--- src/rtl/ucd_pkg.sv ---
package ucd_pkg;
  localparam int KEY_W  = 15;
  localparam int SECT_W = 5;
  localparam int ADDR_W = KEY_W + SECT_W;

  typedef enum logic [3:0] {
    CMD_NONE    = 4'd0,
    CMD_RDRST   = 4'd1,
    CMD_IDENT   = 4'd2,
    CMD_PGM     = 4'd3,
    CMD_RDSTAT  = 4'd4,
    CMD_CLRSTAT = 4'd5,
    CMD_ABORT   = 4'd6,
    CMD_CHIPERS = 4'd7,
    CMD_SECTERS = 4'd8,
    CMD_PROT    = 4'd9,
    CMD_UNPROT  = 4'd10
  } cmd_e;

  typedef enum logic [1:0] {
    RP_ARRAY  = 2'd0,
    RP_STATUS = 2'd1,
    RP_IDENT  = 2'd2
  } rpath_e;

  typedef enum logic [2:0] {
    SQ_IDLE, SQ_KEY1, SQ_OPEN, SQ_SETUP, SQ_SETUP_KEY1, SQ_SETUP_OPEN
  } seq_e;

  // True when the low key bits of the address hit the given key.
  function automatic logic key_hit(input logic [ADDR_W-1:0] a,
                                   input logic [KEY_W-1:0] key);
    return a[KEY_W-1:0] == key;
  endfunction

  function automatic logic [SECT_W-1:0] sector_of(input logic [ADDR_W-1:0] a);
    return a[ADDR_W-1 -: SECT_W];
  endfunction

  // Only the bottom and the top sector carry a protect bit.
  function automatic logic protectable(input logic [SECT_W-1:0] s);
    return (s == '0) || (s == '1);
  endfunction

  function automatic rpath_e path_after(input cmd_e c, input rpath_e cur);
    case (c)
      CMD_NONE, CMD_CLRSTAT: return cur;
      CMD_RDRST:             return RP_ARRAY;
      CMD_IDENT:             return RP_IDENT;
      default:               return RP_STATUS;
    endcase
  endfunction

  function automatic logic [7:0] ident_byte(input logic [1:0] off,
                                            input logic [SECT_W-1:0] s,
                                            input logic plo, input logic phi,
                                            input logic [7:0] mfr,
                                            input logic [7:0] dev);
    case (off)
      2'd0:    return mfr;
      2'd1:    return dev;
      2'd2:    return (((s == '0) && plo) || ((s == '1) && phi)) ? mfr : 8'h00;
      default: return 8'h00;
    endcase
  endfunction
endpackage

--- src/rtl/ucd_seq_fsm.sv ---
module ucd_seq_fsm
  import ucd_pkg::*;
#(
  parameter logic [KEY_W-1:0] KEY_A = 15'h5555,
  parameter logic [KEY_W-1:0] KEY_B = 15'h2AAA
) (
  input  logic              clk,
  input  logic              rst_n,
  input  logic              wr_fire,
  input  logic [ADDR_W-1:0] wr_addr,
  input  logic [7:0]        wr_data,
  input  logic              busy,
  output logic              cmd_valid,
  output cmd_e              cmd_code,
  output logic [SECT_W-1:0] cmd_sector
);
  seq_e state_q, state_d;
  logic prot_kind_q, prot_kind_d;
  cmd_e found;
  cmd_e issued;

  // Events brought out by name for the checks below.
  logic at_key_a, first_key, second_key;
  logic seq_abandon;
  logic busy_drop;

  assign at_key_a   = key_hit(wr_addr, KEY_A);
  assign first_key  = at_key_a && (wr_data == 8'hAA);
  assign second_key = key_hit(wr_addr, KEY_B) && (wr_data == 8'h55);

  always_comb begin
    state_d     = state_q;
    prot_kind_d = prot_kind_q;
    found       = CMD_NONE;
    if (wr_fire) begin
      state_d = SQ_IDLE;
      case (state_q)
        SQ_IDLE:       if (first_key)  state_d = SQ_KEY1;
        SQ_KEY1:       if (second_key) state_d = SQ_OPEN;
        SQ_OPEN: if (at_key_a) begin
          case (wr_data)
            8'hF0: found = CMD_RDRST;
            8'h90: found = CMD_IDENT;
            8'hA0: found = CMD_PGM;
            8'h70: found = CMD_RDSTAT;
            8'h50: found = CMD_CLRSTAT;
            8'hE0: found = CMD_ABORT;
            8'h80: if (!busy) begin state_d = SQ_SETUP; prot_kind_d = 1'b0; end
            8'h60: if (!busy) begin state_d = SQ_SETUP; prot_kind_d = 1'b1; end
            default: found = CMD_NONE;
          endcase
        end
        SQ_SETUP:      if (first_key)  state_d = SQ_SETUP_KEY1;
        SQ_SETUP_KEY1: if (second_key) state_d = SQ_SETUP_OPEN;
        SQ_SETUP_OPEN: begin
          if (!prot_kind_q) begin
            if (wr_data == 8'h10 && at_key_a) found = CMD_CHIPERS;
            else if (wr_data == 8'h30)        found = CMD_SECTERS;
          end else if (protectable(sector_of(wr_addr))) begin
            if (wr_data == 8'h20)      found = CMD_PROT;
            else if (wr_data == 8'h40) found = CMD_UNPROT;
          end
        end
        default: state_d = SQ_IDLE;
      endcase
    end
  end

  assign busy_drop   = busy && (found != CMD_NONE) && (found != CMD_ABORT);
  assign issued      = busy_drop ? CMD_NONE : found;
  assign seq_abandon = wr_fire && (state_d == SQ_IDLE) && (found == CMD_NONE);

  always_ff @(posedge clk or negedge rst_n) begin
    if (!rst_n) begin
      state_q     <= SQ_IDLE;
      prot_kind_q <= 1'b0;
      cmd_valid   <= 1'b0;
      cmd_code    <= CMD_NONE;
      cmd_sector  <= '0;
    end else begin
      state_q     <= state_d;
      prot_kind_q <= prot_kind_d;
      cmd_valid   <= (issued != CMD_NONE);
      cmd_code    <= issued;
      cmd_sector  <= sector_of(wr_addr);
    end
  end


  pulse_single_chk: assert property (@(posedge clk) disable iff (!rst_n)
    cmd_valid |=> !cmd_valid);


  busy_only_abort_chk: assert property (@(posedge clk) disable iff (!rst_n)
    cmd_valid && $past(busy) |-> cmd_code == CMD_ABORT);


  gated_hold_chk: assert property (@(posedge clk) disable iff (!rst_n)
    !wr_fire |=> $stable(state_q) && !cmd_valid);


  prot_sector_chk: assert property (@(posedge clk) disable iff (!rst_n)
    cmd_valid && (cmd_code == CMD_PROT || cmd_code == CMD_UNPROT)
      |-> (cmd_sector == '0 || cmd_sector == '1));


  abandon_idle_chk: assert property (@(posedge clk) disable iff (!rst_n)
    seq_abandon |=> state_q == SQ_IDLE && !cmd_valid);
endmodule

--- src/rtl/ucd_read_path.sv ---
module ucd_read_path
  import ucd_pkg::*;
(
  input  logic   clk,
  input  logic   rst_n,
  input  logic   cmd_valid,
  input  cmd_e   cmd_code,
  input  logic   busy,
  output rpath_e read_sel
);
  rpath_e path_q;

  always_ff @(posedge clk or negedge rst_n) begin
    if (!rst_n)         path_q <= RP_ARRAY;
    else if (cmd_valid) path_q <= path_after(cmd_code, path_q);
  end

  assign read_sel = busy ? RP_STATUS : path_q;


  path_hold_chk: assert property (@(posedge clk) disable iff (!rst_n)
    !cmd_valid |=> $stable(path_q));


  ident_path_chk: assert property (@(posedge clk) disable iff (!rst_n)
    cmd_valid && cmd_code == CMD_IDENT |=> path_q == RP_IDENT);
endmodule

--- src/rtl/ucd_ident.sv ---
module ucd_ident
  import ucd_pkg::*;
#(
  parameter logic [7:0] MFR_CODE = 8'hC2,
  parameter logic [7:0] DEV_CODE = 8'hF6
) (
  input  logic [1:0]        id_offset,
  input  logic [SECT_W-1:0] id_sector,
  input  logic              prot_lo,
  input  logic              prot_hi,
  output logic [7:0]        id_data
);
  assign id_data = ident_byte(id_offset, id_sector, prot_lo, prot_hi,
                              MFR_CODE, DEV_CODE);
endmodule

--- src/rtl/unlock_cmd_decoder.sv ---
module unlock_cmd_decoder
  import ucd_pkg::*;
#(
  parameter logic [KEY_W-1:0] KEY_A    = 15'h5555,
  parameter logic [KEY_W-1:0] KEY_B    = 15'h2AAA,
  parameter logic [7:0]       MFR_CODE = 8'hC2,
  parameter logic [7:0]       DEV_CODE = 8'hF6
) (
  input  logic              clk,
  input  logic              rst_n,
  input  logic              wr_en,
  input  logic              ce_n,
  input  logic              oe_n,
  input  logic              hv_en,
  input  logic [ADDR_W-1:0] wr_addr,
  input  logic [7:0]        wr_data,
  input  logic              engine_busy,
  input  logic              prot_lo,
  input  logic              prot_hi,
  input  logic [SECT_W-1:0] id_sector,
  input  logic [1:0]        id_offset,
  output logic              cmd_valid,
  output logic [3:0]        cmd_code,
  output logic [SECT_W-1:0] cmd_sector,
  output logic [1:0]        read_sel,
  output logic [7:0]        id_data
);
  logic   wr_fire;
  cmd_e   code_w;
  rpath_e path_w;

  assign wr_fire = wr_en && !ce_n && oe_n && hv_en;

  ucd_seq_fsm #(.KEY_A(KEY_A), .KEY_B(KEY_B)) i_seq (
    .clk(clk), .rst_n(rst_n), .wr_fire(wr_fire), .wr_addr(wr_addr),
    .wr_data(wr_data), .busy(engine_busy), .cmd_valid(cmd_valid),
    .cmd_code(code_w), .cmd_sector(cmd_sector)
  );

  ucd_read_path i_path (
    .clk(clk), .rst_n(rst_n), .cmd_valid(cmd_valid), .cmd_code(code_w),
    .busy(engine_busy), .read_sel(path_w)
  );

  ucd_ident #(.MFR_CODE(MFR_CODE), .DEV_CODE(DEV_CODE)) i_id (
    .id_offset(id_offset), .id_sector(id_sector), .prot_lo(prot_lo),
    .prot_hi(prot_hi), .id_data(id_data)
  );

  assign cmd_code = code_w;
  assign read_sel = path_w;
endmodule

--- config.mk ---
export PLATFORM = sky130hd
export DESIGN_NAME = unlock_cmd_decoder
export DESIGN_NICKNAME = d
export VERILOG_FILES = /design/src/rtl/ucd_pkg.sv /design/src/rtl/ucd_seq_fsm.sv /design/src/rtl/ucd_read_path.sv /design/src/rtl/ucd_ident.sv /design/src/rtl/unlock_cmd_decoder.sv
export SDC_FILE = /design/constraint.sdc
export NUM_CORES = 1
export LEC_CHECK = 0
export BUFFER_PORTS_ARGS = -buffer_cell sky130_fd_sc_hd__buf_2
export CAP_MARGIN = 30
export CORE_MARGIN = 2
export CORE_UTILIZATION = 48
export DETAILED_ROUTE_END_ITERATION = 7
export PLACE_DENSITY = 0.94
export SLEW_MARGIN = 20
export SYNTH_ARGS = -nofsm -noshare
export SYNTH_HDL_FRONTEND = slang
export SYNTH_SLANG_ARGS = --single-unit
--- constraint.sdc ---
create_clock -name clk -period 4.45 [get_ports clk]
set_clock_uncertainty 0.1 [all_clocks]
set_input_delay 0.6675 -clock clk [delete_from_list [all_inputs] [get_ports clk]]
set_output_delay 0.6675 -clock clk [all_outputs]
set_load 0.005 [all_outputs]
==> results.py <==
metrics = {
    "clock_tree": {
        "clock-sinks": 16,
        "tritoncts": "yes",
        "cts_buffer_depth": 2,
        "ctsResizeCount": 0,
        "post_cts_buffers": 0,
        "cts-root-buf": "clkbuf_4",
        "htreeDepth": 1,
        "clk_pin_slew_ns": 0.09,
        "clk_latency_ns": 0.27,
        "cts_buffers": 3,
        "cts-hold-fix-buffers": 0,
    },
    "sta": {
        "finalSetupTns_ns": 0,
        "hold_viol": 0,
        "fmax_mhz": 403,
        "drv_slew": 0,
        "rsz0062_at_grt": "no",
        "timing.final.crit_period_ns": 2.48,
        "setup-violations-final": 0,
        "period_share_pct": 55.8,
    },
    "setup_path": {
        "worstPathRequired_ns": 4.50,
        "worst-setup-path-type": "in2reg",
        "crit_arrival_ns": 2.53,
        "critPathMaxFanout": 5,
        "reg2reg_from": "i_seq.state_q[2]$_DFFE_PN0P_",
        "cp-end-kind": "register",
        "start_kind": "input port",
        "crit_start": "wr_data[1]",
        "rr_worst_depth": 5,
    },
    "synth": {
        "synth_edf_count": 0,
        "yosysWarnings": 0,
        "yosysTopAreaCellShare_pct": 33.6,
        "async_reset_ff_share_pct": 100,
        "yosysSeqAreaShare_pct": 33.6,
        "synth-simple-area-share_pct": 38.8,
        "synth_commonest_cells": "dfrtp_1, nor2_1, nand2_1, buf_4",
        "netlist_area_sq_um": 1190,
        "ys.flop_type": "dfrtp_1",
        "synth-xor-area-share_pct": 1.47,
        "yosysMostFrequentCell": "dfrtp_1",
        "ys_types": 45,
        "synth_area_leaders": "dfrtp_1, buf_4, nor2_1, nand4bb_1, nand2_1",
        "ys_ff_latch": 16,
        "synth_area_leader_cell": "dfrtp_1",
        "synth_top_family_by_area": "simple AND/OR/NAND/NOR gates",
        "synth_fa_ha_area_share_pct": 0,
        "synth_compound_area_share_pct": 15.3,
        "synth_mux_area_share_pct": 3.57,
        "synth_cells": 137,
        "avgSynthCellArea_sq_um": 8.69,
    },
    "placement": {
        "dpl_cell_area_sq_um": 1480,
        "place_hpwl_microns": 2370,
        "gp_congestion": 0.943,
        "port_buffers": 61,
    },
    "routing": {
        "post_drt_wl_per_cell_microns": 12.5,
        "drtIter0Drc": 41,
        "final_antenna_net_count": 0,
        "dr_total_vias": 1259,
        "vias_per_cell": 5.62,
        "drcViolationCount": 0,
        "drtPass1Iterations": 5,
        "drt_wl_total_microns": 2790,
    },
    "finish": {
        "final_area_sq_um": 1510,
        "synthToLayoutAreaGrowth_pct": 27.1,
        "nets": 239,
        "register_area_sq_um": 400,
        "multi_input_area_sq_um": 712,
        "fillCellCount": 220,
        "post-route-util_pct": 62.8,
        "drive_gt1_share_pct": 38.1,
        "n_antenna_cell": 0,
    },
    "floorplanning": {
        "die_area_sq_um": 2900,
        "core_area_sq_um": 2410,
        "num_io_pins": 64,
        "die_w_microns": 53.8,
        "die_h_microns": 53.8,
        "start_util_pct": 49.4,
        "rows": 18,
    },
    "global_routing": {
        "grt_usage_pct": 20.2,
        "antenna_found_initial": 0,
        "grt_max_degree": 17,
        "grt_overflow": 0,
        "grt_pass1_vias": 1114,
        "grt_pass1_wl_microns": 4330,
    },
    "status": {
        "status": "finished, final reports clean",
    },
    "power_and_ir_drop": {
        "ir_worst_vdd_mv": 0.121,
        "power_leakage_nw": 0.707,
        "power_density_nw_per_um2": 193,
    },
    "worst_hold_path": {
        "hold_path_class": "in2async",
    },
    "run": {
        "maxCapViolCount": 0,
    },
}
area by class of cell:
class,count,share of cell area (%)
multi-input cells,107,47.0
clock buffers,4,2.40
flip-flops and latches,16,26.4
repair buffers,61,20.2
well taps,30,2.48
inverters,6,1.49
logic make-up (layout without fill, tap and decap cells):
group | Yosys count | after routing
AOI/OAI and AO/OA | 27 | 27
xor gates and xnor gates | 2 | 2
buffers and inverters | 15 | 71
DFF | 16 | 16
muxes | 4 | 4
other | 1 | 2
and+or+nand+nor | 72 | 72
state kept, by name (all words and copies together) (netlist names):
name               count
i_seq.cmd_sector       5
i_seq.cmd_code         4
i_seq.state_q          3
i_path.path_q          2
i_seq.cmd_valid        1
i_seq.prot_kind_q      1
per-stage QoR:
stage	worst slack [ns]	hold WS (ns)	power [mW]	std cells
finish	1.97	0.174	0.292	224
global route	1.87	0.188	0.308	224
CTS	1.96	0.184	0.294	224
detailed placement	1.66	0.397	0.205	220
global placement	1.72	0.394	0.204	220
floorplan	1.88	0.272	0.176	138
power by group:
part	switching, mW	total [mW]	internal [mW]
Clock	0.0408	0.0905	0.0497
Combinational	0.0274	0.0540	0.0266
Sequential	0.000477	0.148	0.147
Total	0.0687	0.292	0.224
placed cells by master (no fill, tap or decap), types with 5 or more instances in the layout:
cell type,n
nor2_1,14
nand2b_1,5
buf_2,61
nor3_1,6
a31oi_1,5
nand3_1,6
inv_1,6
dfrtp_1,16
nand2_1,10
critical path, stage by stage:
cell	delay, ns
buf_2	0.11
or4_4	0.57
nor4b_4	0.29
nand2_2	0.11
or4_4	0.52
o21ai_1	0.16
o31ai_2	0.09
routing by layer:
layer / track usage (%) / part of all wire, %
met1: 22.6 / 41
met5: 0 / 0
met2: 39.2 / 50
met4: 6.41 / 0.86
met3: 1.94 / 7.8
final timing paths:
check / to / slack [ns]
worst min register to register: i_path.path_q[1]$_DFFE_PN0P_ / 0.41
max in group asynchronous: i_path.path_q[1]$_DFFE_PN0P_ / 3.83
min in group clk: i_path.path_q[1]$_DFFE_PN0P_ / 0.41
worst max-delay path: i_seq.prot_kind_q$_DFFE_PN0P_ / 1.97
worst max register to register: i_seq.prot_kind_q$_DFFE_PN0P_ / 2.52
worst min-delay path: i_seq.cmd_sector[2]$_DFF_PN0_ / 0.17
Power figures use the tool's default switching activity.
